[src/rtl/msi_eq_pkg.sv]
package msi_eq_pkg;
  // Strobes from control to datapath
  typedef struct packed {
    logic accept;   // capture the offered MSI
    logic tailInc;  // advance the captured queue's tail
  } eqStrobe_t;
endpackage

[src/rtl/msi_eq_ctrl.sv]
module msi_eq_ctrl
  import msi_eq_pkg::*;
(
  input  logic      clk,
  input  logic      rstN,
  input  logic      msiValid,
  input  logic      selFull,
  input  logic      memAck,
  output eqStrobe_t strobe,
  output logic      busy
);
  typedef enum logic {ST_IDLE, ST_WRITE} state_t;
  state_t state;

  always_comb begin
    strobe.accept  = (state == ST_IDLE) && msiValid && !selFull;
    strobe.tailInc = (state == ST_WRITE) && memAck;
    busy           = (state == ST_WRITE);
  end

  always_ff @(posedge clk) begin
    if (!rstN) begin
      state <= ST_IDLE;
    end else begin
      case (state)
        ST_IDLE:  if (strobe.accept) state <= ST_WRITE;
        ST_WRITE: if (memAck)        state <= ST_IDLE;
        default:  state <= ST_IDLE;
      endcase
    end
  end
endmodule

[src/rtl/msi_eq_datapath.sv]
module msi_eq_datapath
  import msi_eq_pkg::*;
#(
  parameter int NUM_QUEUES  = 4,
  parameter int NUM_VECTORS = 64,
  parameter int QUEUE_DEPTH = 64,
  parameter int ADDR_W      = 32,
  parameter int MSI_DATA_W  = 16,
  parameter int ENTRY_W     = 32,
  localparam int QW = (NUM_QUEUES > 1) ? $clog2(NUM_QUEUES) : 1,
  localparam int VW = $clog2(NUM_VECTORS),
  localparam int PW = $clog2(QUEUE_DEPTH)
)(
  input  logic                     clk,
  input  logic                     rstN,
  input  eqStrobe_t                strobe,
  input  logic [VW-1:0]            msiVector,
  input  logic [MSI_DATA_W-1:0]    msiData,
  input  logic                     mapWe,
  input  logic [VW-1:0]            mapVector,
  input  logic [QW-1:0]            mapQueue,
  input  logic                     headWe,
  input  logic [QW-1:0]            headQueue,
  input  logic [PW-1:0]            headValue,
  input  logic [NUM_QUEUES*ADDR_W-1:0] queueBase,
  output logic                     selFull,
  output logic [ADDR_W-1:0]        memAddr,
  output logic [ENTRY_W-1:0]       memData,
  output logic [NUM_QUEUES*PW-1:0] tailPtr,
  output logic [NUM_QUEUES-1:0]    irq
);
  localparam int BYTE_SHIFT = $clog2(ENTRY_W / 8);

  logic [QW-1:0]         mapTable [NUM_VECTORS];
  logic [PW-1:0]         tailArr  [NUM_QUEUES];
  logic [PW-1:0]         headArr  [NUM_QUEUES];
  logic [ADDR_W-1:0]     baseArr  [NUM_QUEUES];
  logic [QW-1:0]         capQueue;
  logic [MSI_DATA_W-1:0] capData;
  logic [QW-1:0]         curQueue;

  // vector steering table
  always_ff @(posedge clk) begin
    if (!rstN) begin
      for (int v = 0; v < NUM_VECTORS; v++) mapTable[v] <= QW'(v % NUM_QUEUES);
    end else if (mapWe) begin
      mapTable[mapVector] <= mapQueue;
    end
  end

  assign curQueue = mapTable[msiVector];
  assign selFull  = (tailArr[curQueue] + PW'(1)) == headArr[curQueue];

  // captured event
  always_ff @(posedge clk) begin
    if (!rstN) begin
      capQueue <= '0;
      capData  <= '0;
    end else if (strobe.accept) begin
      capQueue <= curQueue;
      capData  <= msiData;
    end
  end

  // per-queue pointers
  always_ff @(posedge clk) begin
    if (!rstN) begin
      for (int q = 0; q < NUM_QUEUES; q++) begin
        tailArr[q] <= '0;
        headArr[q] <= '0;
      end
    end else begin
      if (strobe.tailInc) tailArr[capQueue] <= tailArr[capQueue] + PW'(1);
      if (headWe)         headArr[headQueue] <= headValue;
    end
  end

  generate
    for (genvar g = 0; g < NUM_QUEUES; g++) begin : g_queue
      assign baseArr[g]            = queueBase[g*ADDR_W +: ADDR_W];
      assign tailPtr[g*PW +: PW]   = tailArr[g];
      assign irq[g]                = tailArr[g] != headArr[g];
    end
  endgenerate

  assign memAddr = baseArr[capQueue] + (ADDR_W'(tailArr[capQueue]) << BYTE_SHIFT);
  assign memData = {{(ENTRY_W-MSI_DATA_W){1'b0}}, capData};
endmodule

[src/rtl/msi_eq_writer.sv]
module msi_eq_writer
  import msi_eq_pkg::*;
#(
  parameter int NUM_QUEUES  = 4,
  parameter int NUM_VECTORS = 64,
  parameter int QUEUE_DEPTH = 64,
  parameter int ADDR_W      = 32,
  parameter int MSI_DATA_W  = 16,
  parameter int ENTRY_W     = 32,
  localparam int QW = (NUM_QUEUES > 1) ? $clog2(NUM_QUEUES) : 1,
  localparam int VW = $clog2(NUM_VECTORS),
  localparam int PW = $clog2(QUEUE_DEPTH)
)(
  input  logic                         clk,
  input  logic                         rstN,
  input  logic                         msiValid,
  input  logic [VW-1:0]                msiVector,
  input  logic [MSI_DATA_W-1:0]        msiData,
  output logic                         msiReady,
  input  logic                         mapWe,
  input  logic [VW-1:0]                mapVector,
  input  logic [QW-1:0]                mapQueue,
  input  logic                         headWe,
  input  logic [QW-1:0]                headQueue,
  input  logic [PW-1:0]                headValue,
  input  logic [NUM_QUEUES*ADDR_W-1:0] queueBase,
  output logic                         memReq,
  output logic [ADDR_W-1:0]            memAddr,
  output logic [ENTRY_W-1:0]           memData,
  input  logic                         memAck,
  output logic [NUM_QUEUES*PW-1:0]     tailPtr,
  output logic [NUM_QUEUES-1:0]        irq
);
  eqStrobe_t strobe;
  logic      selFull;
  logic      busy;

  msi_eq_ctrl u_ctrl (
    .clk(clk), .rstN(rstN), .msiValid(msiValid), .selFull(selFull),
    .memAck(memAck), .strobe(strobe), .busy(busy)
  );

  msi_eq_datapath #(
    .NUM_QUEUES(NUM_QUEUES), .NUM_VECTORS(NUM_VECTORS), .QUEUE_DEPTH(QUEUE_DEPTH),
    .ADDR_W(ADDR_W), .MSI_DATA_W(MSI_DATA_W), .ENTRY_W(ENTRY_W)
  ) u_dp (
    .clk(clk), .rstN(rstN), .strobe(strobe),
    .msiVector(msiVector), .msiData(msiData),
    .mapWe(mapWe), .mapVector(mapVector), .mapQueue(mapQueue),
    .headWe(headWe), .headQueue(headQueue), .headValue(headValue),
    .queueBase(queueBase), .selFull(selFull),
    .memAddr(memAddr), .memData(memData), .tailPtr(tailPtr), .irq(irq)
  );

  assign memReq   = busy;
  assign msiReady = strobe.accept;
endmodule

[config.mk]
export PLATFORM = sky130hd
export DESIGN_NAME = msi_eq_writer
export DESIGN_NICKNAME = d
export VERILOG_FILES = /design/src/rtl/msi_eq_pkg.sv /design/src/rtl/msi_eq_ctrl.sv /design/src/rtl/msi_eq_datapath.sv /design/src/rtl/msi_eq_writer.sv
export SDC_FILE = /design/constraint.sdc
export NUM_CORES = 1
export LEC_CHECK = 0
export ABC_AREA = 1
export CAP_MARGIN = 10
export CORE_MARGIN = 10
export CORE_UTILIZATION = 29
export CTS_CLUSTER_DIAMETER = 200
export DETAILED_ROUTE_END_ITERATION = 6
export HOLD_SLACK_MARGIN = 0.02
export PLACE_DENSITY_LB_ADDON = 0.12
export SLEW_MARGIN = 10
export SYNTH_ARGS = -nofsm -noshare
export SYNTH_HDL_FRONTEND = slang
export SYNTH_HIERARCHICAL = 1
export SYNTH_SLANG_ARGS = --single-unit
[constraint.sdc]
create_clock -name clk -period 6 [get_ports clk]
set_input_delay 1.8 -clock clk [delete_from_list [all_inputs] [get_ports clk]]
set_output_delay 1.8 -clock clk [all_outputs]
set_load 0.01 [all_outputs]
==> results of run 1 <==
-- tightest hold or removal path: cells and delay by family (launching register included) --
| kind | cells | cell delay, ns |
|---|---|---|
| AO/OA/AOI/OAI | 1 | 0.07 |
| AND/OR/NAND/NOR | 1 | 0.08 |
| flip-flops | 1 | 0.33 |
-- cell usage after synthesis (all sizes together), types with 2 or more instances --
master and count:
xnor2 6, or3 2, nand4 12, xor2 25, a32oi 13, or2 2
edfxtp 176, a21oi 29, nand2 429, o21ai 87, nand3 184, clkinv 3
buf 64, nor2 282, dfxtp 21, o211ai 2, nor4 5, nor3 11
inv 139, a32o 2, a22o 2, a221oi 2, o22ai 30, ha 8
nor3b 3, clkbuf 32
-- how the worst min path moves through the flow --
stage	start	end	slack (ns)
after floorplan	u_ctrl/busy$_SDFF_PN0_	u_ctrl/busy$_SDFF_PN0_	0.51
after global routing	u_dp/capData[6]$_SDFFE_PN0P_	u_dp/capData[6]$_SDFFE_PN0P_	0.52
after detailed placement	u_dp/capData[13]$_SDFFE_PN0P_	u_dp/capData[13]$_SDFFE_PN0P_	0.49
after CTS	u_ctrl/busy$_SDFF_PN0_	u_ctrl/busy$_SDFF_PN0_	0.50
after global placement	u_dp/capData[7]$_SDFFE_PN0P_	u_dp/capData[7]$_SDFFE_PN0P_	0.47
final	u_dp/capData[12]$_SDFFE_PN0P_	u_dp/capData[12]$_SDFFE_PN0P_	0.50
-- layer usage --
metal  wire [um]  part of all wire (%)
met5           0                     0
met4         694                   1.4
met3        2220                   4.5
met2       25000                    51
met1       21000                    43
-- power by group --
part	leakage (nW)	internal, mW	switching [mW]	total, mW
registers	1.91	1.57	0.0488	1.62
clock network	0.272	0.590	0.555	1.15
logic	4.93	0.643	0.744	1.39
-- sequential cells by signal (all words and copies together), names as in the netlist, named ones only --
register and cells:
u_dp/headArr 24, u_ctrl/busy 1, u_dp/capQueue 2, u_dp/tailArr 24, u_dp/capData 16, u_dp/mapTable 128
-- through the flow --
stage	cell area (um^2)	worst slack [ns]	cells	hold WS [ns]
after floorplan	12100	0.129	1594	0.507
after detailed placement	15700	-1.17	2385	0.487
after global placement	15700	-1.16	2385	0.474
after CTS	16500	-0.328	2429	0.505
after global routing	17400	-0.451	2449	0.523
final	17400	-0.270	2449	0.501
-- repair_timing --
action / in CTS / in global routing
endpoints found under the setup margin: 26 / 19
pin swaps: 65 / 83
setup buffers: 9 / 10
gates resized for setup: 224 / 127
cloned: 3 / 10
-- kinds of logic after synthesis --
group / Yosys count / share of synthesized area (%)
adders and majority gates: 9 / 0.994
DFF: 197 / 47.2
xor gates and xnor gates: 31 / 2.25
buffers and inverters: 238 / 9.05
other: 1 / 0.0310
and+or+nand+nor: 931 / 31.9
AOI/OAI and AO/OA: 172 / 8.52
-- layout make-up --
cell class                      count  area, um^2  share of cell area (%)
Multi-Input combinational cell   1159        5960                    34.4
Sequential cell                   197        5710                    32.9
Timing Repair Buffer              385        3870                    22.3
Tap cell                          532         666                    3.84
Inverter                          142         569                    3.28
Clock buffer                       19         443                    2.55
Clock inverter                     13         123                   0.707
Timing Repair inverter              1        11.3                  0.0649
Antenna cell                        1        2.50                  0.0144
==> summary.md, run 1 <==
| Metric | Value |
|---|---|
| Final hold violation count | `0` |
| Area Overhead vs Synth | `43.6%` |
| CTS root buf | `clkbuf_16` |
| Final Setup Violations | `1` |
| Top Family by Delay on Critical Path | `simple AND/OR/NAND/NOR gates` |
| Worst r2r dst | `u_dp/capData[6]$_SDFFE_PN0P_` |
| Final core utilization | `42.3%` |
| Reg-to-reg slack, setup | `2.49 ns` |
| CP endpoint kind | `primary output` |
| R2r startpoint | `u_dp/mapTable[10][0]$_SDFFCE_PN0P_` |
| Setup TNS Final | `-0.270 ns` |
| Post-synth EDFFs | `around 180` |
| Commonest non-fill, non-tap cells in the layout | `nand2_1 (399), nor2_1 (266), clkdlybuf4s50_1 (199), edfxtp_1 (176), nand3_1 (144)` |
| Worst Tran Pin Value | `between 0.9 and 1 ns` |
| Status | `finished, violations left` |
| Total number of vias | `12,000` |
| Crit start category | `primary input` |
| CTS H-tree lvls | `4` |
| Max-capacitance violation count | `0` |
| Fill cells | `4,151` |
| Crit-path max FO | `8` |
| Unrepaired setup endpoints after global routing | `true` |
| DRT iter0 DRCs | `839` |
| Synth async-reset ratio | `0%` |
| Drc violations | `0` |
| First-pass GRT wire length | `71,300 um` |
| First-pass DRT Iterations | `6` |
| Synth Register Bits | `197` |
| CTS Hold Bufs | `0` |
| CTS tree | `yes` |
| Initial antenna violation count | `1` |
| Failing checks | `setup timing` |
| ANT nets after route | `0` |
| Worst setup endpoint | `msiReady` |
| Stages on worst setup path | `27` |
| Met2 GRT Util | `32.1%` |
| Grt met1 use | `23.1%` |
| Max stage delay cell, worst path | `ha_4` |
| Nets@finish | `2,084` |
| Register-to-Register Path Depth | `26` |
| CP bufs+invs | `8` |
| Drt wl/cell | `20.0 um` |
| IO Pins | `roughly 270` |
| Mapped Cells | `1,579` |
| PnR worst setup slack | `-0.270 ns` |
| Yosys top cell area share | `a little over two fifths` |
| Main synth FF type | `edfxtp_1` |
| Slew Limit Fails | `0` |
| Area leader, netlist | `edfxtp_1` |
| Hpwl dp | `36,100 um` |
| Share of cells above drive strength 1 | `between 15 and 20%` |
| Commonest non-fill, non-tap cell in the layout | `nand2_1` |
| Max Root-Sink Buffers | `2` |
| Drt via density | `around 5` |
| Total track usage | `18.4%` |
| Cell mode on critical path | `nand3_2` |
| Peak supply drop | `197 uV` |
| Hold path cells | `2` |
| Row count | `74` |
| Placeable Area | `0.0410 mm^2` |
| Clk sinks | `a little under 200` |
| Worst setup path category | `primary input to primary output` |
| Skew final | `0.0178 ns` |
| Static Leak | `7.11 nW` |
| CP Data Required Time | `4.20 ns` |
| Vias in the first global route | `11,900` |
| Sequential share of the synthesized area | `47.2%` |
| Crit-path max cell delay | `0.26 ns` |
| WL final | `48,900 um` |
| Total CTS buffers | `17` |
| Post-synth cell types | `49` |
| Overall power | `between 4 and 5 mW` |
| Die W | `approximately 220 um` |
| Synth top area cells | `edfxtp_1 (44%), nand2_1 (13%), nor2_1 (8.7%)` |
| Placer Congestion | `just under 0.9` |
| Worst Hold Class | `flop to flop` |
| Cell Pwr Density | `239 mW/mm^2` |
| GRT Residual Overflow | `0` |
| Met3 GRT Util | `3.14%` |
| CP Launch Point | `msiVector[0]` |
| Syn Std Cell Area | `between 0.01 and 0.015 mm^2` |
| Die Ht | `224 um` |
| Worst-Skew Late Latency | `roughly 0.45 ns` |
| Synth Warn # | `6` |
| Max transition margin | `between 30% and 40%` |
| Largest net degree at the start of global routing | `82` |
| Most Crowded Layer GR | `met2` |
| Die area | `0.0502 mm^2` |
| Achievable frequency | `0.159 GHz` |
| Final Critical Period | `between 6 and 7 ns` |
| Period utilization | `104%` |
| Initial core utilization | `approximately 30%` |
| Critical path arrival | `4.47 ns` |
| Clock slew at reported path FFs | `about 0.070 ns` |
| Port Buffers | `between 200 and 250` |
| Post-Syn Area per Cell | `7.65 um^2` |
(Power assumes the default switching activity.)
==> inputs of run 2 (changes only) <==
--- a/config.mk
+++ b/config.mk
@@ -7,7 +7,7 @@
 export LEC_CHECK = 0
 export ABC_AREA = 1
 export CAP_MARGIN = 10
-export CORE_MARGIN = 10
+export CORE_MARGIN = 4
 export CORE_UTILIZATION = 29
 export CTS_CLUSTER_DIAMETER = 200
 export DETAILED_ROUTE_END_ITERATION = 6
==> summary.md, run 2 (synthesis gave the netlist of run 1 again) <==
| Metric | Value |
|---|---|
| Status | `finished, violations left` |
| Failing checks | `setup timing` |
| Clk sinks | `197` |
| Max-capacitance violation count | `0` |
| Max Root-Sink Buffers | `2` |
| PnR worst setup slack | `-0.266 ns` |
| ANT nets after route | `0` |
| CTS tree | `yes` |
| Peak supply drop | `186 uV` |
| Share of cells above drive strength 1 | `a little over a fifth` |
| Skew final | `0.0129 ns` |
| Final Setup Violations | `1` |
| Die W | `212 um` |
| Final hold violation count | `0` |
| Max stage delay cell, worst path | `ha_4` |
| Drt via density | `4.93` |
| CP endpoint kind | `primary output` |
| Initial antenna violation count | `1` |
| Cell Pwr Density | `238 mW/mm^2` |
| Drc violations | `0` |
| Placer Congestion | `0.888` |
| Die Ht | `~210 um` |
| Hpwl dp | `33,800 um` |
| Commonest non-fill, non-tap cell in the layout | `nand2_1` |
| Hold path cells | `2` |
| Period utilization | `104%` |
| Crit-path max cell delay | `0.26 ns` |
| Largest net degree at the start of global routing | `75` |
| Max FFs per register | `128` |
| CP Data Required Time | `4.20 ns` |
| Hold_ws | `0.505 ns` |
| Area Overhead vs Synth | `45.8%` |
| Fill cells | `4,132` |
| Multi-input logic area | `0.00621 mm^2` |
| Worst-Skew Late Latency | `about 0.45 ns` |
| Drt wl/cell | `19.2 um` |
| Crit start category | `primary input` |
| DRT iter0 DRCs | `991` |
| Register-to-Register Path Depth | `27` |
| Final core utilization | `a little over two fifths` |
| Register Area | `around 0.0057 mm^2` |
| Total CTS buffers | `17` |
| Crit-path max FO | `11` |
| Final Critical Period | `6.27 ns` |
| Commonest non-fill, non-tap cells in the layout | `nand2_1 (376), nor2_1 (265), clkdlybuf4s50_1 (198), edfxtp_1 (176), inv_1 (127)` |
| Critical path arrival | `4.47 ns` |
| Initial core utilization | `29.5%` |
| Placeable Area | `0.0410 mm^2` |
| Largest register by flop count | `u_dp/mapTable` |
| CTS root buf | `clkbuf_16` |
| Die area | `about 0.045 mm^2` |
| Unrepaired setup endpoints after global routing | `true` |
| Final instance area | `around 0.018 mm^2` |
| Cell Area, Placed | `0.0156 mm^2` |
| Nets@finish | `about 2,100` |
| Worst setup path category | `primary input to primary output` |
| Max transition margin | `39.3%` |
| Total number of vias | `12,100` |
| Port Buffers | `249` |
| First-pass DRT Iterations | `6` |
| Cell mode on critical path | `nand3_1` |
| Clock slew at reported path FFs | `0.07 ns` |
| Top Registers | `u_dp/mapTable (128), u_dp/headArr (24), u_dp/tailArr (24)` |
| CTS H-tree lvls | `4` |
| Worst Hold Class | `flop to flop` |
| Vias in the first global route | `11,800` |
| Total track usage | `19.8%` |
| GRT Residual Overflow | `0` |
| Worst Tran Pin Value | `0.910 ns` |
| Row count | `74` |
| Static Leak | `7.19 nW` |
| Pre-CTS WS | `-1.28 ns` |
| Slew Limit Fails | `0` |
| First-pass GRT wire length | `68,300 um` |
| IO Pins | `around 270` |
| WL final | `47,000 um` |
| Achievable frequency | `0.160 GHz` |
-- run 2: cell count changes in the layout (fill, tap and decap cells not counted), sizes merged, moves of 2 or more --
cell / before / now
inv: 144 / 141
bufbuf: 0 / 2
clkdlybuf4s15: 4 / 6
clkinv: 8 / 10
clkinvlp: 3 / 0
buf: 166 / 155
clkbuf: 29 / 34
bufinv: 1 / 3
-- run 2: critical path: cells and delay by family --
| kind | cells | cell delay [ns] |
|---|---|---|
| AO/OA/AOI/OAI | 1 | 0.07 |
| adder cells (fa/ha/maj) | 1 | 0.26 |
| buffers and inverters | 6 | 0.69 |
| AND/OR/NAND/NOR | 17 | 1.64 |
-- run 2: layout make-up --
type,instances,share of cell area [%]
Multi-Input combinational cell,1159,35.2
Timing Repair inverter,1,0.0923
Sequential cell,197,32.4
Antenna cell,1,0.0142
Tap cell,532,3.78
Clock inverter,11,0.859
Clock buffer,21,2.56
Inverter,142,3.22
Timing Repair Buffer,381,21.9
-- run 2: through the flow --
step	TNS (ns)	std cells	total power, mW
detailed placement	-17.90	2379	2.83
floorplan	0	1594	2.23
CTS	-0.696	2431	4.12
global placement	-18.76	2379	2.84
finish	-0.266	2445	4.20
global route	-0.781	2445	4.40
-- run 2: power breakdown --
group	internal [mW]	total [mW]	switching, mW	leakage [nW]
combinational	0.628	1.36	0.735	4.98
clock	0.672	1.21	0.536	0.297
sequential	1.57	1.63	0.0527	1.91
-- run 2: path summary, 6_finish.rpt --
kind	to	slack [ns]	start
min reg2reg	u_dp/capData[14]$_SDFFE_PN0P_	0.50	u_dp/capData[14]$_SDFFE_PN0P_
min	u_dp/capData[14]$_SDFFE_PN0P_	0.50	u_dp/capData[14]$_SDFFE_PN0P_
max reg2reg	u_dp/capData[10]$_SDFFE_PN0P_	2.50	u_dp/mapTable[23][0]$_SDFFCE_PN1P_
max	msiReady	-0.27	msiVector[0]
-- run 2: routing by layer --
| layer | global-route usage (%) | part of all wire [%] | vias to the layer above |
|---|---|---|---|
| met5 | 0 | 0 | - |
| met4 | 6.01 | 2.3 | 0 |
| met3 | 3.25 | 4.7 | 54 |
| met2 | 33.6 | 50 | 372 |
| met1 | 25.9 | 43 | 5779 |
| li1 | - | - | 5848 |
-- run 2: repair_timing --
action,4_1_cts,5_1_grt
gates cloned,7,9
resized for setup,258,172
endpoints found under the setup margin,25,21
pin swaps,80,93
hold buffers,0,0
setup buffers,13,8
